**config.mk**
```make
export PLATFORM = sky130hd
export DESIGN_NAME = txdefer_ctl
export DESIGN_NICKNAME = d
export VERILOG_FILES = /design/src/rtl/txdefer_pkg.sv /design/src/rtl/txdefer_mode.sv /design/src/rtl/txdefer_gap.sv /design/src/rtl/txdefer_blind.sv /design/src/rtl/txdefer_ctl.sv
export SDC_FILE = /design/constraint.sdc
export NUM_CORES = 1
export LEC_CHECK = 0
export ABC_AREA = 1
export BUFFER_PORTS_ARGS = -buffer_cell sky130_fd_sc_hd__buf_2
export CAP_MARGIN = 20
export CORE_UTILIZATION = 40
export CTS_BUF_LIST = sky130_fd_sc_hd__clkbuf_8
export DETAILED_ROUTE_END_ITERATION = 16
export PLACE_DENSITY = 0.64
export SYNTH_ARGS = -nofsm -noshare
export SYNTH_HDL_FRONTEND = slang
export SYNTH_SLANG_ARGS = --single-unit
```
**constraint.sdc**
```tcl
create_clock -name clk -period 1.9 [get_ports clk]
set_input_delay 0.095 -clock clk [delete_from_list [all_inputs] [get_ports clk]]
set_output_delay 0.095 -clock clk [all_outputs]
set_load 0.05 [all_outputs]
```
**src/rtl/txdefer_pkg.sv**
```systemverilog
package txdefer_pkg;
   typedef enum logic {
      DPX_HALF = 1'b0,
      DPX_FULL = 1'b1
   } duplex_e;
endpackage

```
**src/rtl/txdefer_mode.sv**
```systemverilog
// Holds the duplex mode; follows the request only while the transmitter is idle.
module txdefer_mode
   import txdefer_pkg::*;
(
   input  logic    clk,
   input  logic    rst_n,
   input  logic    tx_active,
   input  logic    req_full,
   output duplex_e mode_q
);
   always_ff @(posedge clk) begin
      if (!rst_n)
         mode_q <= DPX_HALF;
      else if (!tx_active)
         mode_q <= req_full ? DPX_FULL : DPX_HALF;
   end
endmodule

```
**src/rtl/txdefer_gap.sv**
```systemverilog
// Inter-packet gap counter: cleared while busy, advances on bit ticks.
module txdefer_gap #(
   parameter int GAP_BITS = 96
) (
   input  logic clk,
   input  logic rst_n,
   input  logic bit_tick,
   input  logic busy,
   output logic gap_done
);
   localparam int CW = $clog2(GAP_BITS + 1);
   localparam logic [CW-1:0] GAP_END = CW'(GAP_BITS);

   logic [CW-1:0] cnt_q;

   always_ff @(posedge clk) begin
      if (!rst_n)
         cnt_q <= '0;
      else if (busy)
         cnt_q <= '0;
      else if (bit_tick && (cnt_q != GAP_END))
         cnt_q <= cnt_q + 1'b1;
   end

   assign gap_done = (cnt_q == GAP_END);
endmodule

```
**src/rtl/txdefer_blind.sv**
```systemverilog
// Post-transmit blinding window, armed on the falling edge of transmit activity.
module txdefer_blind #(
   parameter int BLIND_BITS = 40
) (
   input  logic clk,
   input  logic rst_n,
   input  logic bit_tick,
   input  logic tx_active,
   input  logic arm,
   output logic window
);
   generate
      if (BLIND_BITS == 0) begin : g_none
         assign window = 1'b0;
      end else begin : g_timer
         localparam int BW = $clog2(BLIND_BITS + 1);
         localparam logic [BW-1:0] LOAD = BW'(BLIND_BITS);
         logic [BW-1:0] left_q;
         logic          tx_q;
         logic          tx_fell;

         assign tx_fell = tx_q & ~tx_active;

         always_ff @(posedge clk) begin
            if (!rst_n) begin
               tx_q   <= 1'b0;
               left_q <= '0;
            end else begin
               tx_q <= tx_active;
               if (tx_fell && arm)
                  left_q <= LOAD;
               else if (bit_tick && (left_q != '0))
                  left_q <= left_q - 1'b1;
            end
         end

         assign window = (left_q != '0);
      end
   endgenerate
endmodule

```
**src/rtl/txdefer_ctl.sv**
```systemverilog
module txdefer_ctl
   import txdefer_pkg::*;
#(
   parameter int GAP_BITS   = 96,
   parameter int BLIND_BITS = 40
) (
   input  logic clk,
   input  logic rst_n,
   input  logic bit_tick,
   input  logic tx_active,
   input  logic carrier,
   input  logic collision,
   input  logic frame_pend,
   input  logic duplex_full,
   output logic tx_permit,
   output logic sqe_window,
   output logic sqe_pass,
   output logic coll_det
);
   generate
      if (GAP_BITS < 2) begin : g_bad_gap
         $error("txdefer_ctl: GAP_BITS must be at least 2");
      end
      if (BLIND_BITS < 0) begin : g_bad_blind
         $error("txdefer_ctl: BLIND_BITS must not be negative");
      end
   endgenerate

   duplex_e mode_q;
   logic    half;
   logic    mode_is_full;
   logic    carrier_seen;
   logic    coll_in;
   logic    busy;
   logic    gap_done;

   txdefer_mode u_mode (
      .clk       (clk),
      .rst_n     (rst_n),
      .tx_active (tx_active),
      .req_full  (duplex_full),
      .mode_q    (mode_q)
   );

   assign half         = (mode_q == DPX_HALF);
   assign mode_is_full = ~half;

   txdefer_blind #(.BLIND_BITS(BLIND_BITS)) u_blind (
      .clk       (clk),
      .rst_n     (rst_n),
      .bit_tick  (bit_tick),
      .tx_active (tx_active),
      .arm       (half),
      .window    (sqe_window)
   );

   assign carrier_seen = half & ~sqe_window & carrier;
   assign coll_in      = half & collision;
   assign sqe_pass     = coll_in & sqe_window;
   assign coll_det     = coll_in & ~sqe_window;
   assign busy         = tx_active | carrier_seen | coll_det;

   txdefer_gap #(.GAP_BITS(GAP_BITS)) u_gap (
      .clk      (clk),
      .rst_n    (rst_n),
      .bit_tick (bit_tick),
      .busy     (busy),
      .gap_done (gap_done)
   );

   assign tx_permit = frame_pend & gap_done & ~busy;
endmodule

```
==> impl_results.md <==
- FP Rows: 16
- Vias in the first global route: 797
- Worst-Margin Slew: 0.2480 ns
- RSZ-0062 raised after global routing: no
- Residual DRC: 0
- Gr usage total: 17.54%
- CTS buffer count: 3
- Seq/Total Area, Yosys: 33.43%
- Worst hold path type: in2reg
- Post-CTS Hold Buffers: 0
- Hold path start: tx_active
- Hold path cells: 2
- Count of yosys warnings during synthesis: 0
- Total negative slack: 0 ns
- Max Fclk: 0.5663 GHz
- Critical path fanouts, max: 9
- Synth Register Bits: 15
- Area delta synth->final: 15.46%
- Layout Skew: 0.003875 ns
- Post-Syn Nets: 138
- Cell breakdown of the critical path: inv_1, ha_1, nand3_4, or2_4, nand2_1, nor3b_2, buf_2
- Final ANT Viol Nets: 0
- Total of max-cap violations: 0
- Die ar.: 2439 um2
- Die H: 49.39 um
- Number of diodes: 0
- FF-to-FF path depth: 7
- First-pass GRT wire length: 3270 um
- Starting Density: 44.00%
- Vias per cell: 4.722
- Synth Instances: 127
- Clock transition at path regs: 0.06 ns
- Buffers on Ports: 11
- WL final: 1767 um
- Count of final hold-check violations: 0
- Largest net degree at the start of global routing: 10
- PwrDens: 1434 nW/um2
- Worst Path Class, Setup: reg2out
- H-tree depth: 1
- Slowest stage delay, CP: 0.33 ns
- Worst path slowest cell: dfxtp_1
- 1st-pass router iterations: 4
- Hold WS: 0.06511 ns
- Pre-CTS setup slack: 0.3959 ns
- Post-CTS Repair Setup Buffers: 0
- R2R Path Start: u_gap.cnt_q[0]$_SDFFE_PP0P_
- Met3 WL post-DR: 50 um
- TritonCTS clock tree: done
- Crit start category: register
- Mean Syn Cell Area: 7.074 um2
- Run status: finished clean
- Syn Std Cell Area: 898.4 um2
- R2R Path End: u_gap.cnt_q[1]$_SDFFE_PP0P_
- Final setup vio count: 0
- Met2 wire length: 890 um
- WP data arrival: 1.67 ns
- Routed WL per cell: 10.46 um
- First-iteration detailed-routing DRC count: 12
- GPL Wtd Cong: 0.7528
- Slew Viols, Final: 0
- Post_cts resized: 0
- FF-to-FF setup slack: 0.52 ns
- Crit path time final: 1.766 ns
- Core area: 2042 um2
- CTS Root Cell: clkbuf_8
- VDD IR max: 0.9214 mV
- Max Root-Sink Buffers: 2
- LEAKAGE: 0.4908 nW
- Top routing layer used: met4
- Layout cells sized above 1: 23.24%
- Fin nets: 154
- Initial antenna violation count: 0
- Global route overflow: 0
- Boundary Pins: 12
- Post-DP HPWL: 1336 um
- CP required: 1.80 ns
- Relative slew margins: 83.58%
- DR vias: 798
- Later-pin clock latency in the skew report: 0.25 ns
- Setup ws final: 0.1342 ns
- Final core occ: 50.80%
- Tcrit/Tclk final: 92.93%
- CP Capture Type: output pin
- Chip width: 49.39 um
- Worst Hold Endpoint: u_mode.mode_q$_SDFFE_PN0N_
- M1 WL: 811 um
- CTS sink count: 15
- Synth cell types: 20
-- registers in the layout, indices dropped and copies added (netlist names) --
register                flops
u_blind.g_timer.left_q      6
u_blind.g_timer.tx_q        1
u_gap.cnt_q                 7
u_mode.mode_q               1
-- kinds of logic after synthesis --
| group | share of synthesized area [%] |
|---|---|
| fa+ha+maj | 4.179 |
| compound gates | 11.84 |
| xor+xnor | 4.874 |
| simple gates | 36.91 |
| buf+inv | 8.775 |
| flops | 33.43 |
-- through the flow --
stage / cell area (um2) / cells / total power, W
after floorplan: 903.4 / 127 / 0.001103
after global placement: 992.2 / 165 / 0.001228
after detailed placement: 992.2 / 165 / 0.001247
after CTS: 1037 / 169 / 0.001511
after global routing: 1037 / 169 / 0.001628
final: 1037 / 169 / 0.001488
-- routing by layer --
layer	GRT usage, %	vias to the layer above
met2	30.14	4
li1	-	433
met5	0	-
met4	4.762	0
met1	20.27	359
met3	6.542	2
-- placed cells by master (no fill, tap or decap), drive strengths merged --
cell type	Yosys	final
a21oi	14	14
buf	0	11
clkbuf	0	3
dfxtp	15	15
ha	3	3
inv	21	22
nand2	43	43
nand3	9	9
nand4	5	5
nor2	8	8
nor3b	1	1
o21ai	2	2
or2	1	1
xnor2	1	1
xor2	4	4
-- cell usage after synthesis --
master,n,share of area [%]
nor2_1,6,2.5
nand4_1,5,3.5
dfxtp_1,15,33
ha_1,3,4.2
inv_2,2,0.84
a21oi_1,7,3.9
nor2_4,1,1.3
o21ai_0,2,1.1
a21oi_2,7,6.8
nand2_2,3,2.1
or2_4,1,0.98
nand3_4,2,3.9
inv_1,19,7.9
nand3_1,6,3.3
xnor2_1,1,0.98
nor3b_1,1,0.84
nor2_2,1,0.70
nand2_1,40,17
xor2_1,4,3.9
nand3_2,1,1.1
-- cell type report --
type	count	area, um2
inverters	21	78.83
clock buffers	3	41.29
flip-flops and latches	15	300.3
multi-input cells	91	524.3
repair buffers	11	55.05
fillers	222	1005
well taps	27	33.78
clock inverters	1	3.754
-- where the power goes --
| part | leakage (nW) | total [W] | internal, W | switching [W] |
|---|---|---|---|---|
| registers | 0.123 | 0.000440 | 0.000381 | 0.0000592 |
| clock network | 0.0269 | 0.000256 | 0.000143 | 0.000113 |
| logic | 0.341 | 0.000791 | 0.000255 | 0.000537 |
| total | 0.491 | 0.00149 | 0.000779 | 0.000709 |
-- worst max path at each step --
stage	from	to	slack, ns	cells past startpoint
2_1_floorplan	u_blind.g_timer.left_q[0]$_SDFFE_PP0P_	tx_permit	0.07	6
3_3_place_gp	u_blind.g_timer.left_q[0]$_SDFFE_PP0P_	tx_permit	0.42	7
3_5_place_dp	u_blind.g_timer.left_q[0]$_SDFFE_PP0P_	tx_permit	0.40	7
4_1_cts	u_blind.g_timer.left_q[0]$_SDFFE_PP0P_	tx_permit	0.11	7
5_1_grt	u_blind.g_timer.left_q[0]$_SDFFE_PP0P_	tx_permit	0.005	7
6_report	u_blind.g_timer.left_q[0]$_SDFFE_PP0P_	tx_permit	0.13	7
-- critical path: cells and delay by family, from the launching register on --
| family | cells | cell delay [ns] |
|---|---|---|
| buffers and inverters | 2 | 0.34 |
| adder cells (fa/ha/maj) | 1 | 0.26 |
| flip-flops | 1 | 0.33 |
| AND/OR/NAND/NOR | 4 | 0.50 |
(Power assumes the default switching activity.)
